**src/rtl/tmr_pkg.sv**
```systemverilog
package tmr_pkg;

    localparam int TRIG_N = 4;
    localparam int TSEL_W = $clog2(TRIG_N);

    typedef enum logic [2:0] {
        SM_FREE     = 3'd0,
        SM_ENC_T2   = 3'd1,
        SM_ENC_T1   = 3'd2,
        SM_ENC_BOTH = 3'd3,
        SM_RESTART  = 3'd4,
        SM_GATE     = 3'd5,
        SM_START    = 3'd6,
        SM_EXTCLK   = 3'd7
    } slave_mode_e;

    typedef enum logic [1:0] {
        RA_CTRL   = 2'd0,
        RA_PSC    = 2'd1,
        RA_RELOAD = 2'd2,
        RA_SPARE  = 2'd3
    } reg_addr_e;

    localparam int CTL_RUN      = 0;
    localparam int CTL_PRE      = 1;
    localparam int CTL_DOWN     = 2;
    localparam int CTL_MODE_LSB = 3;
    localparam int CTL_TSEL_LSB = 6;
    localparam int CTL_UG       = 8;

    typedef struct packed {
        logic [TSEL_W-1:0] tsel;
        slave_mode_e       mode;
        logic              down;
        logic              preload;
    } cfg_t;

    typedef struct packed {
        logic tick;      // one count request this cycle (before prescaler)
        logic enc_down;  // direction of an encoder step
        logic restart;   // restart event from trigger
        logic start_set; // set enable from trigger
    } slave_req_t;

    function automatic logic is_encoder(slave_mode_e m);
        return (m == SM_ENC_T2) || (m == SM_ENC_T1) || (m == SM_ENC_BOTH);
    endfunction

endpackage

```
**src/rtl/tmr_sync_edge.sv**
```systemverilog
module tmr_sync_edge #(
    parameter int W = 2
) (
    input  logic         clk,
    input  logic         rst,
    input  logic [W-1:0] din,
    output logic [W-1:0] lvl,
    output logic [W-1:0] lvl_prev
);
    generate
        for (genvar i = 0; i < W; i++) begin : g_bit
            logic [2:0] sh;
            always_ff @(posedge clk) begin
                if (rst) sh <= '0;
                else     sh <= {sh[1:0], din[i]};
            end
            assign lvl[i]      = sh[1];
            assign lvl_prev[i] = sh[2];
        end
    endgenerate
endmodule

```
**src/rtl/tmr_slave_ctrl.sv**
```systemverilog
module tmr_slave_ctrl
    import tmr_pkg::*;
(
    input  slave_mode_e        mode,
    input  logic [TSEL_W-1:0]  tsel,
    input  logic [1:0]         ti_lvl,
    input  logic [1:0]         ti_prev,
    input  logic [TRIG_N-1:0]  trg_lvl,
    input  logic [TRIG_N-1:0]  trg_prev,
    output slave_req_t         req
);
    logic t1_chg, t2_chg, same, trg_hi, trg_rise;

    assign t1_chg   = ti_lvl[0] ^ ti_prev[0];
    assign t2_chg   = ti_lvl[1] ^ ti_prev[1];
    assign same     = (ti_lvl[0] == ti_lvl[1]);
    assign trg_hi   = trg_lvl[tsel];
    assign trg_rise = trg_lvl[tsel] & ~trg_prev[tsel];

    always_comb begin
        req = '0;
        unique case (mode)
            SM_FREE, SM_RESTART, SM_START: req.tick = 1'b1;
            SM_GATE:   req.tick = trg_hi;
            SM_EXTCLK: req.tick = trg_rise;
            SM_ENC_T2: begin
                req.tick     = t2_chg;
                req.enc_down = ~same;
            end
            SM_ENC_T1: begin
                req.tick     = t1_chg;
                req.enc_down = same;
            end
            SM_ENC_BOTH: begin
                // simultaneous change of both inputs is not a valid step
                req.tick     = t1_chg ^ t2_chg;
                req.enc_down = t1_chg ? same : ~same;
            end
            default: req.tick = 1'b0;
        endcase
        req.restart   = (mode == SM_RESTART) && trg_rise;
        req.start_set = (mode == SM_START) && trg_rise;
    end
endmodule

```
**src/rtl/tmr_prescaler.sv**
```systemverilog
module tmr_prescaler #(
    parameter int PSC_W = 16
) (
    input  logic             clk,
    input  logic             rst,
    input  logic             tick_in,
    input  logic             clear,
    input  logic             load,
    input  logic [PSC_W-1:0] psc_new,
    output logic             cnt_tick
);
    logic [PSC_W-1:0] phase_q, div_q;

    assign cnt_tick = tick_in && (phase_q == div_q);

    always_ff @(posedge clk) begin
        if (rst) begin
            phase_q <= '0;
            div_q   <= '0;
        end else begin
            if (clear)        phase_q <= '0;
            else if (tick_in) phase_q <= cnt_tick ? '0 : phase_q + 1'b1;
            if (load)         div_q   <= psc_new;
        end
    end

    AST_PSC_PHASE_BOUND: assert property (@(posedge clk) disable iff (rst)
        phase_q <= div_q);
endmodule

```
**src/rtl/tmr_counter.sv**
```systemverilog
module tmr_counter #(
    parameter int CNT_W = 16
) (
    input  logic             clk,
    input  logic             rst,
    input  logic             step,
    input  logic             down,
    input  logic             reinit,
    input  logic [CNT_W-1:0] reinit_val,
    input  logic [CNT_W-1:0] reload,
    output logic [CNT_W-1:0] count,
    output logic             wrap
);
    logic at_edge;

    assign at_edge = down ? (count == '0) : (count == reload);
    assign wrap    = step && !reinit && at_edge;

    always_ff @(posedge clk) begin
        if (rst)              count <= '0;
        else if (reinit)      count <= reinit_val;
        else if (step) begin
            if (down) count <= at_edge ? reload : count - 1'b1;
            else      count <= at_edge ? '0     : count + 1'b1;
        end
    end
endmodule

```
**src/rtl/tmr_slave_counter.sv**
```systemverilog
module tmr_slave_counter
    import tmr_pkg::*;
#(
    parameter int CNT_W = 16,
    parameter int PSC_W = 16
) (
    input  logic              clk,
    input  logic              rst,
    input  logic              ti1,
    input  logic              ti2,
    input  logic [TRIG_N-1:0] trig_in,
    input  logic              wr_en,
    input  logic [1:0]        wr_addr,
    input  logic [CNT_W-1:0]  wr_data,
    output logic [CNT_W-1:0]  count,
    output logic              cnt_en,
    output logic              upd_evt,
    output logic              dir_down
);
    cfg_t              cfg_q, cfg_nxt;
    logic              run_q, enc_dir_q, upd_q;
    logic [PSC_W-1:0]  psc_pre, psc_src;
    logic [CNT_W-1:0]  arr_pre, arr_act, arr_src, reinit_val;
    logic [1:0]        ti_lvl, ti_prev;
    logic [TRIG_N-1:0] trg_lvl, trg_prev;
    slave_req_t        req;
    logic              wr_ctl, wr_psc, wr_arr, ug, reinit, wrap, cnt_tick, step_down, upd;

    tmr_sync_edge #(.W(2)) i_ti_sync (
        .clk(clk), .rst(rst), .din({ti2, ti1}), .lvl(ti_lvl), .lvl_prev(ti_prev));

    tmr_sync_edge #(.W(TRIG_N)) i_trg_sync (
        .clk(clk), .rst(rst), .din(trig_in), .lvl(trg_lvl), .lvl_prev(trg_prev));

    tmr_slave_ctrl i_slave (
        .mode(cfg_q.mode), .tsel(cfg_q.tsel), .ti_lvl(ti_lvl), .ti_prev(ti_prev),
        .trg_lvl(trg_lvl), .trg_prev(trg_prev), .req(req));

    assign wr_ctl = wr_en && (wr_addr == RA_CTRL);
    assign wr_psc = wr_en && (wr_addr == RA_PSC);
    assign wr_arr = wr_en && (wr_addr == RA_RELOAD);
    assign ug     = wr_ctl && wr_data[CTL_UG];
    assign reinit = ug || req.restart;
    assign upd    = reinit || wrap;

    always_comb begin
        cfg_nxt = cfg_q;
        if (wr_ctl) begin
            cfg_nxt.preload = wr_data[CTL_PRE];
            cfg_nxt.down    = wr_data[CTL_DOWN];
            cfg_nxt.mode    = slave_mode_e'(wr_data[CTL_MODE_LSB +: 3]);
            cfg_nxt.tsel    = wr_data[CTL_TSEL_LSB +: TSEL_W];
        end
    end

    assign arr_src = wr_arr ? wr_data : arr_pre;
    assign psc_src = wr_psc ? wr_data[PSC_W-1:0] : psc_pre;

    always_comb begin
        reinit_val = '0;
        if (!is_encoder(cfg_nxt.mode) && cfg_nxt.down) reinit_val = arr_src;
    end

    assign step_down = is_encoder(cfg_q.mode) ? req.enc_down : cfg_q.down;

    tmr_prescaler #(.PSC_W(PSC_W)) i_psc (
        .clk(clk), .rst(rst), .tick_in(run_q && req.tick), .clear(reinit),
        .load(upd), .psc_new(psc_src), .cnt_tick(cnt_tick));

    tmr_counter #(.CNT_W(CNT_W)) i_cnt (
        .clk(clk), .rst(rst), .step(cnt_tick), .down(step_down), .reinit(reinit),
        .reinit_val(reinit_val), .reload(arr_act), .count(count), .wrap(wrap));

    always_ff @(posedge clk) begin
        if (rst) begin
            cfg_q     <= '{tsel: '0, mode: SM_FREE, down: 1'b0, preload: 1'b0};
            run_q     <= 1'b0;
            psc_pre   <= '0;
            arr_pre   <= '0;
            arr_act   <= '0;
            enc_dir_q <= 1'b0;
            upd_q     <= 1'b0;
        end else begin
            cfg_q <= cfg_nxt;
            upd_q <= upd;
            if (wr_ctl)              run_q <= wr_data[CTL_RUN];
            else if (req.start_set)  run_q <= 1'b1;
            if (wr_psc) psc_pre <= wr_data[PSC_W-1:0];
            if (wr_arr) arr_pre <= wr_data;
            if (upd)                          arr_act <= arr_src;
            else if (wr_arr && !cfg_q.preload) arr_act <= wr_data;
            if (run_q && req.tick && is_encoder(cfg_q.mode)) enc_dir_q <= req.enc_down;
        end
    end

    assign cnt_en   = run_q;
    assign upd_evt  = upd_q;
    assign dir_down = is_encoder(cfg_q.mode) ? enc_dir_q : cfg_q.down;

    AST_UPD_UP_AT_ZERO: assert property (@(posedge clk) disable iff (rst)
        (upd_evt && !dir_down && $stable(dir_down)) |-> (count == '0));

    AST_GATE_LOW_HOLDS: assert property (@(posedge clk) disable iff (rst)
        (cfg_q.mode == SM_GATE && !trg_lvl[cfg_q.tsel] && !wr_ctl) |=> $stable(count));

    AST_EXT_NO_EDGE_HOLDS: assert property (@(posedge clk) disable iff (rst)
        (cfg_q.mode == SM_EXTCLK && !(trg_lvl[cfg_q.tsel] && !trg_prev[cfg_q.tsel]) && !ug)
        |=> $stable(count));

    AST_START_SETS_EN: assert property (@(posedge clk) disable iff (rst)
        (cfg_q.mode == SM_START && trg_lvl[cfg_q.tsel] && !trg_prev[cfg_q.tsel] && !wr_ctl)
        |=> cnt_en);

    AST_ENC_IDLE_HOLDS: assert property (@(posedge clk) disable iff (rst)
        (is_encoder(cfg_q.mode) && (ti_lvl == ti_prev) && !ug) |=> $stable(count));
endmodule

```
**config.mk**
```make
export PLATFORM = sky130hd
export DESIGN_NAME = tmr_slave_counter
export DESIGN_NICKNAME = d
export VERILOG_FILES = /design/src/rtl/tmr_pkg.sv /design/src/rtl/tmr_sync_edge.sv /design/src/rtl/tmr_slave_ctrl.sv /design/src/rtl/tmr_prescaler.sv /design/src/rtl/tmr_counter.sv /design/src/rtl/tmr_slave_counter.sv
export SDC_FILE = /design/constraint.sdc
export NUM_CORES = 1
export LEC_CHECK = 0
export BUFFER_PORTS_ARGS = -buffer_cell sky130_fd_sc_hd__buf_2
export CELL_PAD_IN_SITES_DETAIL_PLACEMENT = 0
export CELL_PAD_IN_SITES_GLOBAL_PLACEMENT = 1
export CORE_MARGIN = 5
export CORE_UTILIZATION = 42
export DETAILED_ROUTE_END_ITERATION = 12
export PLACE_DENSITY = 0.79
export SETUP_SLACK_MARGIN = 0.3
export SYNTH_ARGS = -nofsm -noshare
export SYNTH_HDL_FRONTEND = slang
export SYNTH_SLANG_ARGS = --single-unit
```
**constraint.sdc**
```tcl
create_clock -name clk -period 2.4 [get_ports clk]
set_input_delay 0.48 -clock clk [delete_from_list [all_inputs] [get_ports clk]]
set_output_delay 0.48 -clock clk [all_outputs]
set_load 0.01 [all_outputs]
```
==> run metrics <==
status finished clean; Placement Rows 44; # port buffers 45; setup slack, reg-to-reg 0.13 ns; initial antenna violation count 0; dpl hpwl 13,200 µm; Worst Max-Slew Pin Slew 0.580 ns; Reg2Reg Depth 7; wl on met1 8530 µm; final net count 820; Pwr Density 714 mW/mm²; startpoint types flip-flop; fill cell count 1,291; Worst Clk Skew 0.0120 ns; most frequent cell after synthesis dfxtp_1; top cells by area, synth dfxtp_1 40%, xnor2_1 6.3%, mux2i_1 5.5%, nand2_1 3.7%, nor2_1 3.4%; FF-to-FF Start i_trg_sync.g_bit[1].sh[1]; Multi-input gate area 0.00380 mm²; routed len/inst 19.1 µm; fraction of layout cells with a size suffix above 1 30.9%; Final Setup Violations 0; routed vias 5,780; n_diodes 0; fin area 0.00813 mm²; clock transition at the registers of the reported paths 0.05 ns; top cells by count, synth 124 x dfxtp_1, 61 x nand2_1, 56 x nor2_1; RePlAce Congestion 0.938; Pwr Total 5.80 mW; Seq/Total Area, Yosys 40.3%; vias in the first global route 5,649; crit path cell chain nor2b_4 > mux4_2 > a211o_4 > o211ai_4 > o21ai_4 > buf_12 > a22o_1; clk_lat worst skew 0.42 ns; DRC 0; die area 0.0172 mm²; WP data required 2.70 ns; DRT Wirelength 18,800 µm; Post-synth EDFFs 0; largest stage delay on the critical path 0.51 ns; Die Height 131 µm; Max Cap Viol 0; CTS tree done; Highest Clock Rate 441 MHz; Crit. Startpoint i_trg_sync.g_bit[1].sh[1]; DR vias/cell 5.86; Mean Syn Cell Area 8.91 µm²; sequential cell area 0.00252 mm²; Yosys warning total 0; Synthesized Nets 722; Cells after DPL 933; Post-Syn Area 0.00616 mm²; Unique masters post-synth 74; Final Instance Count excl. Fillers 986; CORE AREA 0.0145 mm²; die width 131 µm; largest net degree at the start of global routing 33; end of the critical path i_psc.div_q[11]; initial core utilization 42.6%; DRT antenna net count 0; Clock Sinks 124; I/O Pins 46; first-pass GRT wire length 29,700 µm; largest area contributor in the netlist dfxtp_1; worst hold path class primary input to flip-flop; CTS Buffer Depth 2; crit share post-route 94.6%; Peak VDD IR 0.637 mV; Synth Register Bits 124; drt first-iter violations 443; DR top layer met4; CP endpoint kind flip-flop; CTS root buf clkbuf_16; async set-reset flop share out of synthesis 0%; H-tree level count 4; total grt overflow 0; Static Leak 3.17 nW; Total GRT Usage 21.0%; metal3 WL 1140 µm; Top FF cell, synth dfxtp_1; DP Area 0.00694 mm²; worst-path fanout max 26; TritonCTS buffer count 17; minimum clock period 2.27 ns; DR pass1 iterations 5; Critical Path Slowest Stage Cell mux4_2; final core occ 56.1%; Layout area overhead 31.8%; Slew headroom 61.3%; crit path DAT 2.57 ns; met2 wire length 8600 µm; Cells after Synth 692; Crit Path Class flip-flop to flip-flop; TNS Setup 0 ns; share of the synthesized area in the top cell type 40.3%; Final Max Slew Viols 0; Hold Fails Final Rpt 0; worst r2r dst i_psc.div_q[11]; RSZ-0062 raised after global routing true
## critical path: cells and delay by family (launching register included)
| kind | cells | cell delay (ns) |
|---|---|---|
| AOI/OAI and AO/OA | 4 | 1.00 |
| and+or+nand+nor | 1 | 0.12 |
| muxes | 1 | 0.51 |
| buffers and inverters | 1 | 0.17 |
| DFF | 1 | 0.33 |
## layout make-up
type | instances | share of cell area, %
timing repair buffer | 127 | 11.5
inverter | 12 | 0.585
multi-input combinational | 508 | 46.8
clock inverter | 10 | 1.43
clock buffer | 21 | 5.79
tap | 184 | 2.83
sequential | 124 | 31.0
## how the worst min path moves through the flow
stage                         startpoint                        end  slack [ns]  depth (start not counted)
3_5_place_dp    i_ti_sync.g_bit[0].sh[0]   i_ti_sync.g_bit[0].sh[1]        0.42                          1
4_1_cts                              ti2   i_ti_sync.g_bit[1].sh[0]        0.26                          2
5_1_grt                       trig_in[0]  i_trg_sync.g_bit[0].sh[0]        0.28                          2
3_3_place_gp   i_trg_sync.g_bit[1].sh[0]  i_trg_sync.g_bit[1].sh[1]        0.42                          1
6_report                             ti2   i_ti_sync.g_bit[1].sh[0]        0.27                          2
2_1_floorplan   i_ti_sync.g_bit[0].sh[0]   i_ti_sync.g_bit[0].sh[1]        0.41                          1
## placed cells by master (no fill, tap or decap), types with 5 or more instances in the layout
master     Yosys  layout
nor3b_1        6       5
and3_1         9       9
o32a_1         6       6
nor3_1        14      14
a22o_1        16      16
buf_2         13      45
mux2i_1       34      34
a21oi_1       37      37
or3_1          7       7
nand3_1       12      12
buf_4          1      66
o2bb2ai_1     14       6
nor2_1        56      54
xnor2_1       44      40
nand2_1       61      60
nand4_1       13      13
o21ai_0        9       9
dfxtp_2        0      22
buf_6          0      11
o2bb2ai_2      0       6
nor4_1         7       7
clkbuf_16      0      17
o211ai_1      13      13
o2111ai_1      7       6
nand3b_1       5       5
nor2b_1       24      22
o21ai_1       11       6
inv_1         12      10
dfxtp_1      124      99
xor2_1        13      12
or2_2          5       5
## routing by layer
layer	vias up	GRT usage, %
met5	-	0
met4	0	9.87
met3	37	4.66
met2	206	32.2
met1	2816	28.2
li1	2721	-
## where the power goes
part	internal (mW)	switching, mW	total (mW)
Combinational	0.481	0.606	1.09
Sequential	2.12	0.0533	2.17
Clock	1.60	0.939	2.54
Total	4.20	1.60	5.80
## cell families after synthesis
family,synth area share [%]
simple gates,20.9
compound gates,19.4
flops,40.3
buf+inv,4.04
xor+xnor,8.10
mux,6.66
fa+ha+maj,0.609
## repair_timing
action	in CTS	in global routing
hold buffers	0	0
hold endpoints to repair	0	0
cloned	0	1
gates resized for setup	30	64
pin swaps	4	20
endpoints found under the setup margin	59	66
buffers inserted	6	15
## sequential cells by signal (all words and copies together), names as in the netlist
| register | cells |
|---|---|
| i_psc.phase_q | 16 |
| cnt_en | 1 |
| enc_dir_q | 1 |
| i_cnt.count | 16 |
| arr_act | 16 |
| i_trg_sync.g_bit.sh | 12 |
| i_ti_sync.g_bit.sh | 6 |
| upd_evt | 1 |
| arr_pre | 16 |
| cfg_q | 7 |
| psc_pre | 16 |
| i_psc.div_q | 16 |
## through the flow
step | hold slack [ns] | setup WS (ns)
2_1_floorplan | 0.414 | 0.127
3_3_place_gp | 0.424 | 0.107
3_5_place_dp | 0.424 | 0.0659
4_1_cts | 0.255 | 0.162
5_1_grt | 0.277 | 0.0618
6_report | 0.272 | 0.130
Note: power is estimated with default switching activity, not from simulation.
